File: config.mk
export PLATFORM = sky130hd
export DESIGN_NAME = dual_trig_counter
export DESIGN_NICKNAME = d
export VERILOG_FILES = /design/src/rtl/dtc_pkg.sv /design/src/rtl/dtc_sync.sv /design/src/rtl/dtc_edge_trig.sv /design/src/rtl/dtc_count_core.sv /design/src/rtl/dtc_unit.sv /design/src/rtl/dual_trig_counter.sv
export SDC_FILE = /design/constraint.sdc
export NUM_CORES = 1
export LEC_CHECK = 0
export ABC_AREA = 0
export CAP_MARGIN = 20
export CORE_AREA = 2 2 39 41
export DETAILED_ROUTE_END_ITERATION = 8
export DIE_AREA = 0 0 41 43
export DONT_BUFFER_PORTS = 1
export HOLD_SLACK_MARGIN = 0.05
export PLACE_DENSITY = 0.6
export SKIP_CTS_REPAIR_TIMING = 1
export SYNTH_ARGS = -nofsm -noshare
export SYNTH_HDL_FRONTEND = slang
export SYNTH_HIERARCHICAL = 1
export SYNTH_SLANG_ARGS = --single-unit
File: constraint.sdc
create_clock -name sys_clk -period 2.25 [get_ports sys_clk]
set_clock_uncertainty 0.1 [all_clocks]
set_input_delay 0.1125 -clock sys_clk [delete_from_list [all_inputs] [get_ports sys_clk]]
set_output_delay 0.1125 -clock sys_clk [all_outputs]
set_load 0.01 [all_outputs]
File: src/rtl/dtc_pkg.sv
package dtc_pkg;
   typedef enum logic {
      RADIX_BIN = 1'b0,
      RADIX_DEC = 1'b1
   } radix_e;

   localparam int DEC_TOP = 9;
endpackage

File: src/rtl/dtc_sync.sv
module dtc_sync #(
   parameter int STAGES = 2
) (
   input  logic clk,
   input  logic d,
   output logic q
);
   if (STAGES < 2) begin : g_bad_stages
      $error("dtc_sync: STAGES must be at least 2");
   end

   logic [STAGES-1:0] chain;

   for (genvar s = 0; s < STAGES; s++) begin : g_stage
      if (s == 0) begin : g_first
         always_ff @(posedge clk) chain[0] <= d;
      end else begin : g_next
         always_ff @(posedge clk) chain[s] <= chain[s-1];
      end
   end

   assign q = chain[STAGES-1];
endmodule

File: src/rtl/dtc_edge_trig.sv
module dtc_edge_trig (
   input  logic clk,
   input  logic clr,
   input  logic cp_s,
   input  logic en_s,
   output logic step
);
   logic cp_prev, en_prev;
   logic cp_rise, en_fall;

   // History always reloads from the live samples, so it equals the input
   // level at clear release: no phantom edge is seen afterwards.
   always_ff @(posedge clk) begin
      cp_prev <= cp_s;
      en_prev <= en_s;
   end

   assign cp_rise = cp_s & ~cp_prev;
   assign en_fall = ~en_s & en_prev;
   assign step    = ~clr & ((cp_rise & en_s) | (en_fall & ~cp_s));

   // a step only comes from a change on one of the sampled inputs
   a_r4_needs_change: assert property (@(posedge clk) disable iff (clr)
      step |-> ((cp_s != cp_prev) || (en_s != en_prev)));

   // each step is qualified by the level on the other input
   a_r3_qualified: assert property (@(posedge clk) disable iff (clr)
      step |-> ((cp_s && en_s) || (!cp_s && !en_s)));
endmodule

File: src/rtl/dtc_count_core.sv
module dtc_count_core #(
   parameter int             CNT_W = 4,
   parameter dtc_pkg::radix_e RADIX = dtc_pkg::RADIX_DEC
) (
   input  logic             clk,
   input  logic             clr,
   input  logic             step,
   output logic [CNT_W-1:0] q
);
   localparam logic [CNT_W-1:0] TOP_V =
      (RADIX == dtc_pkg::RADIX_DEC) ? CNT_W'(dtc_pkg::DEC_TOP) : {CNT_W{1'b1}};

   if (CNT_W < 4) begin : g_bad_width
      $error("dtc_count_core: CNT_W must be at least 4");
   end

   logic [CNT_W-1:0] nxt;

   if (RADIX == dtc_pkg::RADIX_DEC) begin : g_dec
      assign nxt = (q == TOP_V) ? '0 : q + 1'b1;
      // decade value never passes nine
      a_r5_dec_range: assert property (@(posedge clk) disable iff (clr)
         q <= TOP_V);
   end else begin : g_bin
      assign nxt = q + 1'b1;
   end

   always_ff @(posedge clk) begin
      if (clr)       q <= '0;
      else if (step) q <= nxt;
   end

   // clear drives the count to zero on the next edge
   a_r1_clear: assert property (@(posedge clk) clr |=> (q == '0));

   // without a step the count holds
   a_r8_hold: assert property (@(posedge clk) disable iff (clr)
      !step |=> $stable(q));

   // a step always moves the count
   a_r2_moves: assert property (@(posedge clk) disable iff (clr)
      step |=> (q != $past(q)));
endmodule

File: src/rtl/dtc_unit.sv
module dtc_unit #(
   parameter int              CNT_W       = 4,
   parameter int              SYNC_STAGES = 2,
   parameter dtc_pkg::radix_e RADIX       = dtc_pkg::RADIX_DEC
) (
   input  logic             clk,
   input  logic             mr,
   input  logic             cp,
   input  logic             en,
   output logic [CNT_W-1:0] q
);
   logic cp_s, en_s, step;

   dtc_sync #(.STAGES(SYNC_STAGES)) u_sync_cp (.clk(clk), .d(cp), .q(cp_s));
   dtc_sync #(.STAGES(SYNC_STAGES)) u_sync_en (.clk(clk), .d(en), .q(en_s));

   dtc_edge_trig u_trig (
      .clk (clk),
      .clr (mr),
      .cp_s(cp_s),
      .en_s(en_s),
      .step(step)
   );

   dtc_count_core #(.CNT_W(CNT_W), .RADIX(RADIX)) u_core (
      .clk (clk),
      .clr (mr),
      .step(step),
      .q   (q)
   );
endmodule

File: src/rtl/dual_trig_counter.sv
module dual_trig_counter #(
   parameter int              NCH         = 2,
   parameter int              CNT_W       = 4,
   parameter int              SYNC_STAGES = 2,
   parameter dtc_pkg::radix_e RADIX       = dtc_pkg::RADIX_DEC
) (
   input  logic                   sys_clk,
   input  logic [NCH-1:0]         cnt_clk,
   input  logic [NCH-1:0]         cnt_en,
   input  logic [NCH-1:0]         cnt_mr,
   output logic [NCH*CNT_W-1:0]   cnt_q
);
   if (NCH < 1) begin : g_bad_nch
      $error("dual_trig_counter: NCH must be at least 1");
   end

   for (genvar c = 0; c < NCH; c++) begin : g_ch
      dtc_unit #(
         .CNT_W      (CNT_W),
         .SYNC_STAGES(SYNC_STAGES),
         .RADIX      (RADIX)
      ) u_unit (
         .clk(sys_clk),
         .mr (cnt_mr[c]),
         .cp (cnt_clk[c]),
         .en (cnt_en[c]),
         .q  (cnt_q[c*CNT_W +: CNT_W])
      );
   end
endmodule

==> flow_metrics.tcl, run 1 <==
set metrics [dict create \
    status "completed" \
    die_h_um 43 \
    grt_max_degree 13 \
    maxSlewViolCount 0 \
    drt_wl_total_um 828 \
    cts.clk_slew.worst_paths_ns 0.10 \
    num_antenna_cells 0 \
    hold_class "reg -> reg" \
    dr.pass1.iters 4 \
    endpoint_kind "flip-flop" \
    layout-drive-gt1-share_pct 15.63 \
    io_pins 15 \
    finalCriticalPeriod_ns 1.758 \
    clockBufferDepth 2 \
    rsz0062_at_grt "no" \
    fmax_ghz 0.5688 \
    tightest_slew_ns 0.3143 \
    syn_area_um2 640.6 \
    io_buffers 0 \
    clk_latency_ns 0.29 \
    cts_sinks 20 \
    worstPathMaxFanout 3 \
    fin_nets 72 \
    cts_tree "yes" \
    core-area_mm2 0.001384 \
    worstPathArrival_ns 1.87 \
    setup_tns_ns 0 \
    drtIter0Drc 5 \
    wl_per_cell_um 10.35 \
    synthCells 54 \
    yosysTopAreaCellShare_pct 62.50 \
    drc_errors 0 \
    fin_util_pct 55.88 \
    via_per_inst 5.025 \
    ir_drop_mv 0.7426 \
    start_util_pct 46.29 \
    grt_overflow 0 \
    synth_area_leaders "dfxtp_1, xnor2_1, o32ai_2, a21oi_1, mux2_2" \
    synth.distinct_cells 13 \
    yosys_warnings 6 \
    layout_common_cells "dfxtp_1, dlygate4sd3_1, a21oi_1" \
    worstPathRequired_ns 2.36 \
    power_density_mw_per_mm2 879.9 \
    postSynthAreaPerCell_um2 11.86 \
    fillers 130 \
    criticalPathCategory "reg -> reg" \
    h-tree-depth 1 \
    die_area_mm2 0.001763 \
    grt_pass1_vias 326 \
    cts_buffers 3 \
    cap_violations 0 \
    synth-seq-cells 20 \
    fin_crit_sh_pct 78.14 \
    synth_nets 61 \
    layout-area-overhead-vs-synth_pct 20.70 \
    leakage_uw 0.0002722 \
    cp-start-kind "flip-flop" \
    die_w_um 41 \
    ant_nets 0 \
    hold_viol 0 \
    place.gp.congestion 0.5550 \
    grt_pass1_wl_mm 1.262 \
    rows 14 \
    final_common_cell "dfxtp_1" \
    dp_hpwl_um 562.8 \
    antenna_found_initial 0 \
    ys_seq_area_share_pct 62.50 \
    num_vias 402 \
    cts_root_buffer "clkbuf_4" \
    grt.total_usage_pct 11.57 \
    synth_top_cell_by_area "dfxtp_1" \
    setup_viol 0 \
    max-slew-margin-rel_pct 79.05 \
]
==> state kept, by name (all words and copies together) (netlist names) <==
signal	flops
g_ch.u_unit/u_trig/en_prev	2
g_ch.u_unit/u_sync_cp/q	2
g_ch.u_unit/u_trig/cp_prev	2
g_ch.u_unit/u_sync_en/chain	2
g_ch.u_unit/u_sync_cp/chain	2
g_ch.u_unit/u_sync_en/q	2
g_ch.u_unit/u_core/q	8
==> through the flow <==
step	power (uW)	area (um2)	hold WS (ns)	std cells	setup WS, ns
after floorplan	394.9	640.6	0.04022	54	0.5865
final	680.4	773.2	0.2363	80	0.4919
after global placement	396.9	660.6	0.04026	70	0.5042
after detailed placement	397.6	660.6	0.04026	70	0.4952
after CTS	683.4	713.2	-0.2789	74	0.4671
after global routing	712.6	773.2	0.2286	80	0.3195
==> where the power goes <==
| group | switching [uW] | internal [uW] | total, uW |
|---|---|---|---|
| combinational | 8.57 | 13.8 | 22.4 |
| clock | 101 | 180 | 281 |
| sequential | 9.06 | 368 | 377 |
==> worst paths after layout <==
check	from	to	slack, ns	cells past startpoint
worst max-delay path	g_ch[0].u_unit/u_sync_en/q	g_ch[0].u_unit/u_core/q[3]	0.49	5
worst max register to register	g_ch[0].u_unit/u_sync_en/q	g_ch[0].u_unit/u_core/q[3]	0.49	5
worst min register to register	g_ch[1].u_unit/u_sync_cp/chain[0]	g_ch[1].u_unit/u_sync_cp/q	0.24	0
worst min-delay path	g_ch[1].u_unit/u_sync_cp/chain[0]	g_ch[1].u_unit/u_sync_cp/q	0.24	0
==> worst max-delay path, stage by stage, from the launching register on <==
cell and delay (ns):
dfxtp_1 0.33, or3b_1 0.36, a21oi_1 0.29, nand3_2 0.13
mux2_2 0.29, o32ai_2 0.18
==> layer usage <==
layer  GRT usage [%]  part of all wire, %  vias to the layer above
met5               0                    0                        -
met1           11.00                   46                      181
li1                -                    -                      205
met4           8.000                  2.3                        0
met2           15.63                   44                       14
met3           9.948                  7.7                        2
==> synthesized netlist by cell type <==
master,count
dfxtp_1,20
a21oi_1,6
nand2_1,4
nor2_1,4
xnor2_1,4
a211o_1,2
inv_1,2
mux2_2,2
nand2b_1,2
nand3_2,2
nand3b_1,2
o32ai_2,2
or3b_1,2
==> kinds of logic (layout without fill, tap and decap cells) <==
logic type / Yosys count / after routing / share of synthesized area, %
compound gates: 10 / 10 / 12.50
buf+inv: 2 / 12 / 1.172
xor+xnor: 4 / 4 / 5.468
simple gates: 16 / 16 / 14.84
flops: 20 / 20 / 62.50
mux: 2 / 2 / 3.515
==> cell type report <==
class                           instances  area (um2)  share of cell area [%]
Sequential cell                        20       400.4                   51.78
Multi-Input combinational cell         32       232.7                   30.10
Timing Repair Buffer                    6       60.06                   7.767
Clock inverter                          1       30.03                   3.883
Clock buffer                            3       22.52                   2.913
Tap cell                               16       20.02                   2.589
Inverter                                2       7.507                  0.9709
Power figures use the tool's default switching activity.
==> inputs of run 2 (changes only) <==
- PLACE_DENSITY: 0.6 -> 0.62
- clock period: 2.25 -> 1.45 ns (I/O delays scaled with it)
==> flow_metrics.tcl, run 2 (synthesis results as in run 1) <==
set metrics [dict create \
    status "finished with violations" \
    violations "negative hold slack, negative setup slack" \
    setup_viol 6 \
    grt_overflow 0 \
    cts_buffers 3 \
    io_pins 15 \
    antenna_found_initial 0 \
    cts.clk_slew.worst_paths_ns 0.11 \
    hold_class "in -> reg" \
    layout-area-overhead-vs-synth_pct 29.10 \
    dr.pass1.iters 4 \
    cp-start-kind "flip-flop" \
    ir_drop_mv 0.8135 \
    finalWorstSetupSlack_ns -0.1426 \
    fin_nets 78 \
    fin_crit_sh_pct 109.8 \
    total_power_uw 931.0 \
    io_buffers 0 \
    cts_root_buffer "clkbuf_4" \
    clk_latency_ns 0.28 \
    power_density_mw_per_mm2 1126 \
    place.gp.congestion 0.6161 \
    drt_wl_total_um 867 \
    grt.total_usage_pct 11.27 \
    finalCriticalPeriod_ns 1.593 \
    clockBufferDepth 2 \
    max-slew-margin-rel_pct 80.98 \
    layout_common_cells "dfxtp_1, buf_4, dlygate4sd3_1" \
    core-area_mm2 0.001384 \
    num_antenna_cells 0 \
    worstPathRequired_ns 1.56 \
    crit_buf_inv 0 \
    cts_sinks 20 \
    grt_pass1_wl_mm 1.276 \
    drc_errors 0 \
    drtIter0Drc 1 \
    critPathSlowestCell "or3b_1" \
    max_stage_delay_ns 0.38 \
    place_area_um2 720.7 \
    design_area_um2 827.0 \
    start_util_pct 46.29 \
    fin_util_pct 59.76 \
    path_cells "or3b_1 -> a21oi_2 -> nand3_2 -> mux2_2 -> o32ai_2" \
    num_vias 434 \
    rsz0062_at_grt "yes" \
    hold_viol 4 \
    die_h_um 43 \
    maxSlewViolCount 0 \
    fmax_ghz 0.6279 \
    regMostFlops "g_ch.u_unit/u_core/q" \
    die_area_mm2 0.001763 \
    grt_pass1_vias 364 \
    via_per_inst 5.047 \
    cap_violations 0 \
    endpoint_kind "flip-flop" \
    dp_slack_ns -0.1422 \
    die_w_um 41 \
    layout-drive-gt1-share_pct 31.43 \
    fillers 118 \
    cts_tree "yes" \
    tightest_slew_ns 0.2848 \
    dp_hpwl_um 626.2 \
    largest_register_ffs 8 \
    ant_nets 0 \
    h-tree-depth 1 \
    worstPathArrival_ns 1.71 \
    worstPathMaxFanout 3 \
    final_common_cell "dfxtp_1" \
    path_delay_family "simple AND/OR/NAND/NOR gates" \
    criticalPathCategory "reg -> reg" \
    rows 14 \
    grt_max_degree 12 \
    leakage_uw 0.0003219 \
    holdWs_ns -0.2702 \
    wl_per_cell_um 10.08 \
]
[run 2: layout make-up]
class	count	area, um2	share of cell area [%]
timing repair buffer	12	102.6	12.41
sequential	20	401.6	48.56
inverter	2	7.507	0.9077
clock buffer	4	36.28	4.387
tap	16	20.02	2.421
multi-input combinational	32	259.0	31.32
[run 2: routing by layer]
| layer | track usage (%) | vias to the layer above | part of all wire [%] |
|---|---|---|---|
| met4 | 6.000 | 0 | 1.4 |
| met5 | 0 | - | 0 |
| met3 | 7.853 | 2 | 6.9 |
| met2 | 15.94 | 11 | 47 |
| met1 | 12.00 | 203 | 45 |
| li1 | - | 218 | - |
[run 2: worst paths after layout]
check                                                       start                          to  slack (ns)  depth (start not counted)
worst max-delay path                   g_ch[1].u_unit/u_sync_en/q  g_ch[1].u_unit/u_core/q[3]       -0.14                          5
worst min-delay path                                    cnt_mr[1]  g_ch[1].u_unit/u_core/q[1]       -0.27                          1
worst max register to register         g_ch[1].u_unit/u_sync_en/q  g_ch[1].u_unit/u_core/q[3]       -0.14                          5
worst min register to register  g_ch[0].u_unit/u_sync_en/chain[0]  g_ch[0].u_unit/u_sync_en/q        0.23                          0
[run 2: worst register-to-register path, delay by kind of cell (launching register included)]
family / cells / cell delay, ns
AO/OA/AOI/OAI: 2 / 0.37
flip-flops: 1 / 0.32
AND/OR/NAND/NOR: 2 / 0.47
multiplexers: 1 / 0.28
[run 2: power by group]
part           leakage (uW)  total [uW]  switching, uW  internal, uW
clock network     0.0000210         303            150           153
logic              0.000135        42.1           14.7          27.4
registers          0.000166         586           14.4           572
total              0.000322         931            179           752
[run 2: metrics by stage]
stage          hold slack (ns)  TNS, ns  instances
3_3_place_gp         0.0002561  -0.3622         77
5_1_grt                -0.2907  -0.9853         86
3_5_place_dp         0.0002605  -0.4213         77
4_1_cts                -0.3053  -0.4613         81
2_1_floorplan        0.0002174  -0.2671         54
6_report               -0.2702  -0.4517         86
==> inputs of run 3 (changes only) <==
- ABC_AREA: 0 -> 1
- CORE_AREA: 2 2 39 41 -> unset
- CORE_MARGIN: unset -> 2
- CORE_UTILIZATION: unset -> 51
- DIE_AREA: 0 0 41 43 -> unset
- PLACE_DENSITY: 0.62 -> 0.66
==> flow_metrics.tcl, run 3 <==
set metrics [dict create \
    status "completed" \
    holdWs_ns 0.2248 \
    max-slew-margin-rel_pct 82.54 \
    cts_tree "yes" \
    clockBufferDepth 2 \
    cts.clk_slew.worst_paths_ns 0.10 \
    synth_area_leaders "dfxtp_1, nand2_1, inv_1, nor2_1, nand3_1" \
    die_w_um 40.13 \
    drc_errors 0 \
    largest_register_ffs 8 \
    dr.pass1.iters 2 \
    io_buffers 0 \
    regMostFlops "g_ch.u_unit/u_core/q" \
    maxSlewViolCount 0 \
    worstPathRequired_ns 1.54 \
    synthArstFlopShare_pct 0 \
    rows 13 \
    tightest_slew_ns 0.2609 \
    yosys_warnings 6 \
    fin_util_pct 63.84 \
    synthCells 80 \
    io_pins 15 \
    critPathSlowestCell "dfxtp_1" \
    path_delay_family "simple AND/OR/NAND/NOR gates" \
    hold_viol 0 \
    grt.total_usage_pct 12.21 \
    place.gp.congestion 0.6532 \
    die_area_mm2 0.001610 \
    ant_nets 0 \
    layout-drive-gt1-share_pct 12.22 \
    wl_per_cell_um 8.429 \
    postSynthAreaPerCell_um2 8.320 \
    grt_max_degree 13 \
    criticalPathCategory "reg -> reg" \
    via_per_inst 4.467 \
    cts_buffers 3 \
    synth.distinct_cells 12 \
    grt_overflow 0 \
    hold_class "in -> reg" \
    fin_nets 98 \
    path_cells "nand2_1 -> nand2_1 -> nand2_1 -> nor2_1 -> nand3_1 -> o21ai_0 -> nor2_1" \
    synth_edf_count 0 \
    cts_sinks 20 \
    total_power_uw 1071 \
    die_h_um 40.13 \
    num_antenna_cells 0 \
    worstPathMaxFanout 4 \
    synth_ff_type "dfxtp_1" \
    setup_tns_ns 0 \
    core-area_mm2 0.001252 \
    fillers 108 \
    finalWorstSetupSlack_ns 0.1566 \
    grt_pass1_vias 368 \
    fmax_ghz 0.7731 \
    max_stage_delay_ns 0.35 \
    synth-seq-cells 20 \
    drtIter0Drc 2 \
    leakage_uw 0.0003516 \
    worstPathArrival_ns 1.39 \
    endpoint_kind "flip-flop" \
    rsz0062_at_grt "no" \
    h-tree-depth 1 \
    layout-area-overhead-vs-synth_pct 20.11 \
    synth_top_cell_by_area "dfxtp_1" \
    crit_buf_inv 0 \
    cp-start-kind "flip-flop" \
    setup_viol 0 \
    yosysMostFrequentCell "dfxtp_1" \
    ir_drop_mv 0.9366 \
    dp_hpwl_um 671.2 \
    num_vias 469 \
    synth_nets 87 \
    path_common_cell "nand2_1" \
    fin_crit_sh_pct 89.20 \
    dp_slack_ns 0.1304 \
    antenna_found_initial 0 \
    drt_wl_total_um 885 \
    yosysTopAreaCellShare_pct 60.15 \
    cts_root_buffer "clkbuf_4" \
    final_common_cell "dfxtp_1" \
    grt_pass1_wl_mm 1.228 \
    cap_violations 0 \
    ys_seq_area_share_pct 60.15 \
    finalCriticalPeriod_ns 1.293 \
    synth_common_cells "dfxtp_1, nand2_1, inv_1" \
    start_util_pct 53.15 \
    syn_area_um2 665.6 \
    layout_common_cells "dfxtp_1, nand2_1, inv_1" \
    clk_latency_ns 0.29 \
    power_density_mw_per_mm2 1340 \
]
[run 3: stage by stage]
stage | cell area (um2) | std cells
6_report | 799.5 | 105
5_1_grt | 799.5 | 105
4_1_cts | 737.0 | 99
3_5_place_dp | 684.4 | 95
3_3_place_gp | 684.4 | 95
2_1_floorplan | 665.6 | 80
[run 3: cell type report]
type	count	area, um2	share of cell area, %
timing repair buffer	6	60.06	7.512
inverter	16	60.06	7.512
clock buffer	3	22.52	2.817
sequential	20	400.4	50.08
tap	15	18.77	2.347
multi-input combinational	44	207.7	25.98
clock inverter	1	30.03	3.756
[run 3: routing by layer]
layer	vias to the layer above	wire length [um]	share of wire [%]	global-route usage [%]
met1	194	424	48	11.99
met4	0	14	1.6	12.93
met5	-	0	0	0
met3	2	47	5.3	3.889
li1	264	-	-	-
met2	9	398	45	19.35
[run 3: logic make-up after synthesis]
| family | Yosys count | synth area share, % |
|---|---|---|
| AO/OA/AOI/OAI | 8 | 7.519 |
| buffers and inverters | 16 | 9.023 |
| flip-flops | 20 | 60.15 |
| AND/OR/NAND/NOR | 36 | 23.31 |
[run 3: report_power, final]
group / internal, uW / total [uW] / switching [uW]
registers: 573 / 589 / 16.5
clock network: 279 / 434 / 155
logic: 23.6 / 47.5 / 23.9
[run 3: final timing paths]
kind / start / endpoint / slack (ns) / depth (start not counted)
max: g_ch[1].u_unit/u_sync_en/q / g_ch[1].u_unit/u_core/q[3] / 0.16 / 7
min: cnt_clk[0] / g_ch[0].u_unit/u_sync_cp/chain[0] / 0.22 / 1
max reg2reg: g_ch[1].u_unit/u_sync_en/q / g_ch[1].u_unit/u_core/q[3] / 0.16 / 7
min reg2reg: g_ch[1].u_unit/u_sync_en/chain[0] / g_ch[1].u_unit/u_sync_en/q / 0.24 / 0
